--- src/rtl/sti_pkg.sv ---
package sti_pkg;

   localparam int GRP_W = 3;
   localparam int SEL_W = 2;

   typedef enum logic [GRP_W-1:0] {
      GRP_OTHER = 3'd0,
      GRP_TESTA = 3'd1,
      GRP_LOADA = 3'd2,
      GRP_ALUA  = 3'd3,
      GRP_UNA   = 3'd4,
      GRP_SEXB  = 3'd5,
      GRP_CMP16 = 3'd6,
      GRP_ADDR  = 3'd7
   } grp_e;

   typedef enum logic [SEL_W-1:0] {
      SEL_A  = 2'd0,
      SEL_B  = 2'd1,
      SEL_XY = 2'd2,
      SEL_US = 2'd3
   } sel_e;

   typedef struct packed {
      logic n;
      logic z;
      logic v;
   } nzv_t;

   localparam nzv_t NZV_FIXED = '{n: 1'b1, z: 1'b0, v: 1'b0};

endpackage

--- src/rtl/sti_grp_track.sv ---
module sti_grp_track
   import sti_pkg::*;
#(
   parameter int DATA_W = 8
) (
   input  logic                  clk,
   input  logic                  rst_n,
   input  logic                  retire_vld,
   input  logic [GRP_W-1:0]      retire_grp,
   input  logic [DATA_W-1:0]     alu_res_hi,
   input  logic [2*DATA_W-1:0]   ea_value,
   output grp_e                  grp_q,
   output logic [DATA_W-1:0]     res_q,
   output logic [DATA_W-1:0]     addr_q
);

   localparam int ADDR_W = 2 * DATA_W;

   logic [DATA_W-1:0] addr_fold;

   assign addr_fold = ea_value[ADDR_W-1:DATA_W] | ea_value[DATA_W-1:0];

   always_ff @(posedge clk) begin
      if (!rst_n) begin
         grp_q  <= GRP_OTHER;
         res_q  <= '0;
         addr_q <= '0;
      end else if (retire_vld) begin
         grp_q  <= grp_e'(retire_grp);
         res_q  <= alu_res_hi;
         addr_q <= addr_fold;
      end
   end

   // state moves only on a retire
   p_hold_r2: assert property (@(posedge clk) disable iff (!rst_n)
      !retire_vld |=> ($stable(grp_q) && $stable(res_q) && $stable(addr_q)));

   // a retire records its group
   p_load_r2: assert property (@(posedge clk) disable iff (!rst_n)
      retire_vld |=> (grp_q == grp_e'($past(retire_grp))));

endmodule

--- src/rtl/sti_rule_eval.sv ---
module sti_rule_eval
   import sti_pkg::*;
#(
   parameter int DATA_W = 8
) (
   input  grp_e              grp,
   input  logic [DATA_W-1:0] acc_a,
   input  logic [DATA_W-1:0] acc_b,
   input  logic [DATA_W-1:0] res_hi,
   input  logic [DATA_W-1:0] addr_or,
   output nzv_t              nzv
);

   localparam int              MSB  = DATA_W - 1;
   localparam logic [MSB:0]    ONE  = DATA_W'(1);
   localparam logic [MSB:0]    SIGN = {1'b1, {(DATA_W-1){1'b0}}};
   localparam logic [MSB:0]    ALL1 = {DATA_W{1'b1}};

   function automatic nzv_t unit_rule(input logic [MSB:0] r);
      logic [MSB:0] dec;
      nzv_t         o;
      dec = r - ONE;
      o.n = dec[MSB];
      o.z = (r == ONE);
      o.v = (r == SIGN);
      return o;
   endfunction

   logic [MSB:0] shared_src;

   always_comb begin
      unique case (grp)
         GRP_SEXB:  shared_src = acc_b;
         GRP_CMP16: shared_src = res_hi;
         GRP_ADDR:  shared_src = addr_or;
         default:   shared_src = acc_a;
      endcase
   end

   always_comb begin
      unique case (grp)
         GRP_TESTA: nzv = '{n: 1'b0, z: 1'b1, v: 1'b0};
         GRP_LOADA: nzv = '{n: acc_a[MSB], z: (acc_a == '0), v: 1'b0};
         GRP_ALUA:  nzv = '{n: !acc_a[MSB], z: (acc_a == ALL1), v: 1'b0};
         GRP_UNA,
         GRP_SEXB,
         GRP_CMP16,
         GRP_ADDR:  nzv = unit_rule(shared_src);
         default:   nzv = NZV_FIXED;
      endcase
   end

endmodule

--- src/rtl/sti_merge.sv ---
module sti_merge
   import sti_pkg::*;
#(
   parameter int DATA_W  = 8,
   parameter int CC_W    = 8,
   parameter int N_BIT   = 3,
   parameter int Z_BIT   = 2,
   parameter int V_BIT   = 1,
   parameter bit OUT_REG = 1'b1
) (
   input  logic              clk,
   input  logic              rst_n,
   input  logic              req,
   input  logic [SEL_W-1:0]  sel,
   input  logic              prefixed,
   input  logic [DATA_W-1:0] x_low,
   input  logic [DATA_W-1:0] u_low,
   input  nzv_t              base,
   input  logic [CC_W-1:0]   cc_in,
   output logic [CC_W-1:0]   cc_out,
   output logic              vld
);

   localparam logic [CC_W-1:0] NEW_MASK =
      (CC_W'(1) << N_BIT) | (CC_W'(1) << Z_BIT) | (CC_W'(1) << V_BIT);
   localparam logic [CC_W-1:0] KEEP_MASK = ~NEW_MASK;

   if (N_BIT == Z_BIT || N_BIT == V_BIT || Z_BIT == V_BIT)
      $error("sti_merge: flag positions must differ");
   if (N_BIT >= CC_W || Z_BIT >= CC_W || V_BIT >= CC_W)
      $error("sti_merge: flag position outside condition byte");

   nzv_t            final_nzv;
   logic [CC_W-1:0] cc_next;
   logic            z_kill;

   always_comb begin
      unique case (sel_e'(sel))
         SEL_XY:  z_kill = (x_low != '0);
         SEL_US:  z_kill = (u_low != '0);
         default: z_kill = 1'b0;
      endcase
   end

   always_comb begin
      if (prefixed) begin
         final_nzv = NZV_FIXED;
      end else begin
         final_nzv   = base;
         final_nzv.z = base.z && !z_kill;
      end
   end

   always_comb begin
      cc_next        = cc_in;
      cc_next[N_BIT] = final_nzv.n;
      cc_next[Z_BIT] = final_nzv.z;
      cc_next[V_BIT] = final_nzv.v;
   end

   if (OUT_REG) begin : g_reg
      logic [CC_W-1:0] cc_q;
      logic            vld_q;

      always_ff @(posedge clk) begin
         if (!rst_n) begin
            cc_q  <= '0;
            vld_q <= 1'b0;
         end else begin
            vld_q <= req;
            if (req) cc_q <= cc_next;
         end
      end

      assign cc_out = cc_q;
      assign vld    = vld_q;

      // prefixed store yields the fixed pattern
      p_prefix_r9: assert property (@(posedge clk) disable iff (!rst_n)
         (req && prefixed) |=> (cc_q[N_BIT] && !cc_q[Z_BIT] && !cc_q[V_BIT]));

      // non-zero X low byte kills Z on the X/Y form
      p_zkill_r8: assert property (@(posedge clk) disable iff (!rst_n)
         (req && !prefixed && sel == SEL_XY && x_low != '0) |=> !cc_q[Z_BIT]);

      // untouched bits follow the sampled input
      p_pass_r10: assert property (@(posedge clk) disable iff (!rst_n)
         req |=> ((cc_q & KEEP_MASK) == ($past(cc_in) & KEEP_MASK)));

      // valid only after a request
      p_vld_r11: assert property (@(posedge clk) disable iff (!rst_n)
         !req |=> !vld_q);
   end else begin : g_comb
      assign cc_out = req ? cc_next : '0;
      assign vld    = req;
   end

endmodule

--- src/rtl/sti_flag_predict.sv ---
module sti_flag_predict
   import sti_pkg::*;
#(
   parameter int DATA_W  = 8,
   parameter int CC_W    = 8,
   parameter int N_BIT   = 3,
   parameter int Z_BIT   = 2,
   parameter int V_BIT   = 1,
   parameter bit OUT_REG = 1'b1
) (
   input  logic                clk,
   input  logic                rst_n,
   input  logic                retire_vld,
   input  logic [GRP_W-1:0]    retire_grp,
   input  logic [DATA_W-1:0]   alu_res_hi,
   input  logic [2*DATA_W-1:0] ea_value,
   input  logic [DATA_W-1:0]   acc_a,
   input  logic [DATA_W-1:0]   acc_b,
   input  logic [DATA_W-1:0]   x_low,
   input  logic [DATA_W-1:0]   u_low,
   input  logic                sti_req,
   input  logic [SEL_W-1:0]    sti_sel,
   input  logic                sti_prefixed,
   input  logic [CC_W-1:0]     cc_in,
   output logic [CC_W-1:0]     cc_out,
   output logic                cc_vld
);

   if (DATA_W < 2) $error("sti_flag_predict: DATA_W too small");

   grp_e              grp_q;
   logic [DATA_W-1:0] res_q;
   logic [DATA_W-1:0] addr_q;
   nzv_t              base_nzv;

   sti_grp_track #(.DATA_W(DATA_W)) i_track (
      .clk        (clk),
      .rst_n      (rst_n),
      .retire_vld (retire_vld),
      .retire_grp (retire_grp),
      .alu_res_hi (alu_res_hi),
      .ea_value   (ea_value),
      .grp_q      (grp_q),
      .res_q      (res_q),
      .addr_q     (addr_q)
   );

   sti_rule_eval #(.DATA_W(DATA_W)) i_rule (
      .grp     (grp_q),
      .acc_a   (acc_a),
      .acc_b   (acc_b),
      .res_hi  (res_q),
      .addr_or (addr_q),
      .nzv     (base_nzv)
   );

   sti_merge #(
      .DATA_W (DATA_W),
      .CC_W   (CC_W),
      .N_BIT  (N_BIT),
      .Z_BIT  (Z_BIT),
      .V_BIT  (V_BIT),
      .OUT_REG(OUT_REG)
   ) i_merge (
      .clk      (clk),
      .rst_n    (rst_n),
      .req      (sti_req),
      .sel      (sti_sel),
      .prefixed (sti_prefixed),
      .x_low    (x_low),
      .u_low    (u_low),
      .base     (base_nzv),
      .cc_in    (cc_in),
      .cc_out   (cc_out),
      .vld      (cc_vld)
   );

endmodule

--- config.mk ---
export PLATFORM = sky130hd
export DESIGN_NAME = sti_flag_predict
export DESIGN_NICKNAME = d
export VERILOG_FILES = /design/src/rtl/sti_pkg.sv /design/src/rtl/sti_grp_track.sv /design/src/rtl/sti_rule_eval.sv /design/src/rtl/sti_merge.sv /design/src/rtl/sti_flag_predict.sv
export SDC_FILE = /design/constraint.sdc
export NUM_CORES = 1
export LEC_CHECK = 0
export ABC_AREA = 1
export BUFFER_PORTS_ARGS = -buffer_cell sky130_fd_sc_hd__buf_2
export CAP_MARGIN = 20
export CELL_PAD_IN_SITES_DETAIL_PLACEMENT = 1
export CELL_PAD_IN_SITES_GLOBAL_PLACEMENT = 1
export CORE_MARGIN = 8
export CORE_UTILIZATION = 30
export DETAILED_ROUTE_END_ITERATION = 10
export HOLD_SLACK_MARGIN = 0.02
export PLACE_DENSITY_LB_ADDON = 0.1
export SLEW_MARGIN = 20
export SYNTH_ARGS = -nofsm -noshare
export SYNTH_HDL_FRONTEND = slang
export SYNTH_HIERARCHICAL = 1
export SYNTH_SLANG_ARGS = --single-unit
--- constraint.sdc ---
create_clock -name clk -period 2.1 [get_ports clk]
set_input_delay 0.42 -clock clk [delete_from_list [all_inputs] [get_ports clk]]
set_output_delay 0.42 -clock clk [all_outputs]
set_load 0.1 [all_outputs]
After elaboration in Yosys (flattened, before gate mapping)
Cells that the tools add are included.
{"block": "totals", "reg_bits": 28, "out_inout_bits": 9, "elab_cells": 30}
{"block": "op_classes", "add_sub_neg": 1, "n_eq_ne": 12, "n_mux": 4, "bitwise_logic": 1, "reduce_logical": 7}
{"cell": "$pmux 8 s3", "n": 1}
{"cell": "$eq 8x8->1 const B", "n": 2}
{"cell": "$reduce_bool 8->1", "n": 2}
{"cell": "$eq 3x3->1 const B", "n": 4}
{"cell": "$pmux 3 s4", "n": 1}
{"cell": "$eq 8x1->1 const B", "n": 1}
{"cell": "$logic_not 8->1", "n": 1}
{"cell": "$or 8x8->8", "n": 1}
{"cell": "$sub 8x1->8 const B", "n": 1}
{"cell": "$eq 3x2->1 const B", "n": 2}
{"cell": "$eq 2x2->1 const B", "n": 2}
{"cell": "$reduce_or 4->1", "n": 1}
{"cell": "$eq 3x1->1 const B", "n": 1}
{"cell": "$mux 3", "n": 1}
{"cell": "$logic_not 1->1", "n": 2}
{"cell": "$pmux 1 s2", "n": 1}
{"cell": "$logic_and 1x1->1", "n": 1}

Longest topological paths before layout
{"block": "depth", "ltp_word": 6, "depth_mapped": 13, "mapped_depth_nobuf": 13}

Cells and area by module
Netlist, hierarchy kept.
{"module": "sti_grp_track", "instances": 1, "cells_each": 98, "area_each_um2": 734.5}
{"module": "sti_rule_eval", "instances": 1, "cells_each": 87, "area_each_um2": 447.9}
{"module": "sti_merge", "instances": 1, "cells_each": 58, "area_each_um2": 410.4}

Least setup slack after synthesis
Ideal clock, no wire load.
{"block": "synth_path", "path_type": "register -> register", "startpoint": "register i_track.grp_q[0]", "endpoint": "register i_merge.g_reg.cc_q[2], in the netlist i_merge/cc_out[2]", "setup_time_ps": 67, "arrival_time_ps": 1473, "required_ps": 2033, "slack_ps": 560, "stages_incl_launch_ff": 13, "n_path_buf": 0, "path_cell_list": "dfxtp_1 > inv_2 > nor2_2 > nand3_1 > nand4_1 > nand2_2 > nor3b_1 > nand3_1 > nand2_1 > inv_1 > nor2_2 > nand3_1 > a21oi_2"}
{"element": "start: declaration", "line_no": "sti_grp_track.sv:12", "source": "output grp_e grp_q,"}
{"element": "start signal: assignment", "line_no": "sti_grp_track.sv:29", "source": "grp_q <= grp_e'(retire_grp);"}
{"element": "end signal: assignment", "line_no": "sti_merge.sv:71", "source": "if (req) cc_q <= cc_next;"}
{"element": "end: declaration", "line_no": "sti_merge.sv:62", "source": "logic [CC_W-1:0] cc_q;"}

==> results.cfg <==
[run_status]
status = finished clean

[sta]
drv_slew = 0
tightest_slew_ps = 495
fin_skew_ps = 4.29
min_period_over_period_pct = 88.8
fmax_ghz = 0.536
slew_headroom_pct = 67.2
setup_viol = 0
rsz0062_at_grt = false
finalSetupTns_ps = 0
finalCriticalPeriod_ps = 1870
finalHoldViolCount = 0

[setup_path]
critPathKind = flip-flop to flip-flop
r2r-end = i_merge/cc_out[3]$_SDFFE_PN0P_
crit_required_ps = 2270
worst_r2r_startpoint = i_track/grp_q[2]$_SDFFE_PN0P_
end_kind = flip-flop
critical-path-top-delay-family = simple AND/OR/NAND/NOR gates
crit_fanout = 6
reg2regPathDepth = 10
crit_path_max_incr_delay_ps = 550
cp.arrival_ps = 2040
crit_buf_inv = 0
path_cells = o21ai_1 > nor2_1 > nand3_2 > nand2_1 > nand3_1 > nor2_1 > nor2_1 > nand2_1 > nand2_1 > o221a_2
r2r_slack_ps = 230
start_kind = flip-flop
crit_path_top_delay_cell = dfxtp_1

[synthesis]
synth_nets = 317
synth-seq-area-share_pct = 35.2
avgSynthCellArea_um2 = 6.55
netlist_area_um2 = 1590
synth_cells = 243
synth_cell_types = 29
synthXorXnorAreaFrac_pct = 0
synth-compound-area-share_pct = 14.0
synthAdderAreaFrac_pct = 0
synthMuxAreaShare_pct = 0
yosysWarnings = 6
synth_top_family_by_area = simple AND/OR/NAND/NOR gates
synth-simple-area-share_pct = 38.1
synth_seq_cells = 28

[floorplanning]
core_um2 = 5110
io_pins = 83
num_rows = 26
die_w_um = 88.9
die-height_um = 88.9
start_util_pct = 31.2
fp.dieArea_um2 = 7900

[global_routing]
grt_pass1_vias = 1824
grt_pass1_wl_um = 7740
grt_start_max_net_pins = 29
antenna_found_initial = 0
grt_usage_pct = 12.2
gr-total-overflow = 0

[routing]
vias_per_cell = 4.47
drc = 0
first_iter_violations = 65
vias = 1738
first_pass_iters = 4
wire_per_inst_um = 12.3
drt-total-wl_um = 4800
drtAntennaViolNets = 0

[power]
power_frac_comb_pct = 24.5
p_sw_uw = 381
powerDensity_nw_per_um2 = 594
clkPwrFrac_pct = 27.1
power_mw = 1.22
switching_share_pct = 31.2
seq_power_share_pct = 48.4
p_leak_nw = 1.06
ir_drop_uv = 260
internal-power_uw = 841

[finish]
final_area_um2 = 2060
layout-drive-gt1-share_pct = 32.9
diodes = 0
fin_nets = 394
syn2layout_area_growth_pct = 29.3
final_util_pct = 40.3

[clocking]
htreeDepth = 1
cts_resized = 0
cts_buffers = 3
cts_buffer_depth = 2
clk_latency_ps = 270
cts.sinks = 28
hold_buffers = 0
cts_setup_buffers = 0
cts_tree = built
root_buffer = clkbuf_8
path_clk_slew_ps = 90

[min_path]
hold_path_startpoint = ea_value[15]
min_to = i_track/addr_q[7]$_SDFFE_PN0P_
hp-class = primary input to flip-flop
whs_path_depth = 3

[placed_design]
place.gp.congestion = 0.829
placed_area_um2 = 2000
place_hpwl_um = 3960
portBuffers = 79

[job]
max-cap-violations = 0
routing by layer:
layer / wire length (um) / vias up / track usage, % / share of wire (%)
met1: 2310 / 759 / 15.2 / 48
met4: 61 / 0 / 4.15 / 1.3
met5: 0 / - / 0 / 0
met3: 371 / 4 / 3.44 / 7.7
met2: 2050 / 50 / 19.6 / 43
li1: - / 925 / - / -
cell type report:
cell class              instances  area (um^2)
flip-flops and latches         28          561
multi-input cells             176          830
inverters                      31          124
fillers                       725         3050
repair buffers                 80          403
clock buffers                   4         55.1
well taps                      70         87.6
synthesized netlist by cell type:
library cell / instances / area (um^2)
a21oi_2: 1 / 8.76
buf_4: 3 / 22.5
nand4_1: 5 / 31.3
nand2_4: 1 / 11.3
nand2_2: 4 / 25.0
a211oi_1: 1 / 7.51
inv_1: 27 / 101
o221a_2: 1 / 11.3
nand3_1: 13 / 65.1
o21ai_0: 15 / 75.1
nor3b_1: 1 / 7.51
o21bai_2: 2 / 22.5
o21ai_2: 1 / 8.76
nand3_2: 1 / 10.0
nor3_1: 2 / 10.0
nor4_1: 2 / 12.5
a21oi_1: 2 / 10.0
nand2_1: 36 / 135
nor2_4: 2 / 22.5
buf_6: 5 / 56.3
dfxtp_1: 28 / 561
o21ai_1: 13 / 65.1
inv_2: 3 / 11.3
or2_2: 1 / 6.26
nor2_1: 67 / 251
o211ai_1: 1 / 7.51
a31oi_1: 1 / 6.26
inv_8: 1 / 11.3
nor2_2: 3 / 18.8
through the flow:
step                      setup slack, ps  hold slack (ps)  instances
final                                 235              354        389
after global routing                 22.9              336        389
after CTS                             227              348        389
after detailed placement              267              469        385
after global placement                298              459        385
after floorplan                       560              445        243
kinds of logic (layout without fill, tap and decap cells):
kind of cell | after synthesis | after routing
compound gates | 38 | 38
buf+inv | 39 | 115
flops | 28 | 28
simple gates | 138 | 138
sequential cells by signal (all words and copies together) (netlist names):
name	count
i_merge/cc_out	8
i_track/grp_q	3
i_merge/vld	1
i_track/res_q	8
i_track/addr_q	8
worst max path at each step:
stage	endpoint	depth (start not counted)	slack, ps	start
2_1_floorplan	i_merge/cc_out[2]$_SDFFE_PN0P_	12	560	i_track/grp_q[0]$_SDFFE_PN0P_
3_3_place_gp	i_merge/cc_out[3]$_SDFFE_PN0P_	10	300	i_track/grp_q[2]$_SDFFE_PN0P_
3_5_place_dp	i_merge/cc_out[3]$_SDFFE_PN0P_	10	270	i_track/grp_q[2]$_SDFFE_PN0P_
4_1_cts	i_merge/cc_out[3]$_SDFFE_PN0P_	10	230	i_track/grp_q[2]$_SDFFE_PN0P_
5_1_grt	i_merge/cc_out[3]$_SDFFE_PN0P_	10	20	i_track/grp_q[2]$_SDFFE_PN0P_
6_report	i_merge/cc_out[3]$_SDFFE_PN0P_	10	230	i_track/grp_q[2]$_SDFFE_PN0P_
power by group through the flow:
stage / logic, mW / clock network [mW] / registers, mW
floorplan: 0.145 / 0 / 0.663
global placement: 0.298 / 0 / 0.603
detailed placement: 0.302 / 0 / 0.605
CTS: 0.305 / 0.348 / 0.593
global route: 0.334 / 0.379 / 0.598
finish: 0.299 / 0.331 / 0.592
layout by cell type (no fill, tap or decap):
cell,n
nand2_1,36
a31oi_1,1
nand4_1,5
o221a_2,1
nor2_1,67
a211oi_1,1
nand2_2,4
o211ai_1,1
o21ai_2,1
or2_2,1
nand2_4,1
buf_4,1
buf_2,79
nor3b_1,1
inv_2,3
a21oi_2,1
nor2_2,3
nor2_4,2
o21ai_0,15
nand3_1,13
o21bai_2,2
a21oi_1,2
clkbuf_8,4
nand3_2,1
nor4_1,2
inv_8,1
o21ai_1,13
nor3_1,2
inv_1,27
dfxtp_1,28
worst register-to-register path: stages, from the launching register on:
cell and delay, ps:
dfxtp_1 550, o21ai_1 210, nor2_1 210, nand3_2 100, nand2_1 100, nand3_1 90
nor2_1 110, nor2_1 50, nand2_1 60, nand2_1 50, o221a_2 240
No activity file was read; power rests on OpenSTA's default activity.
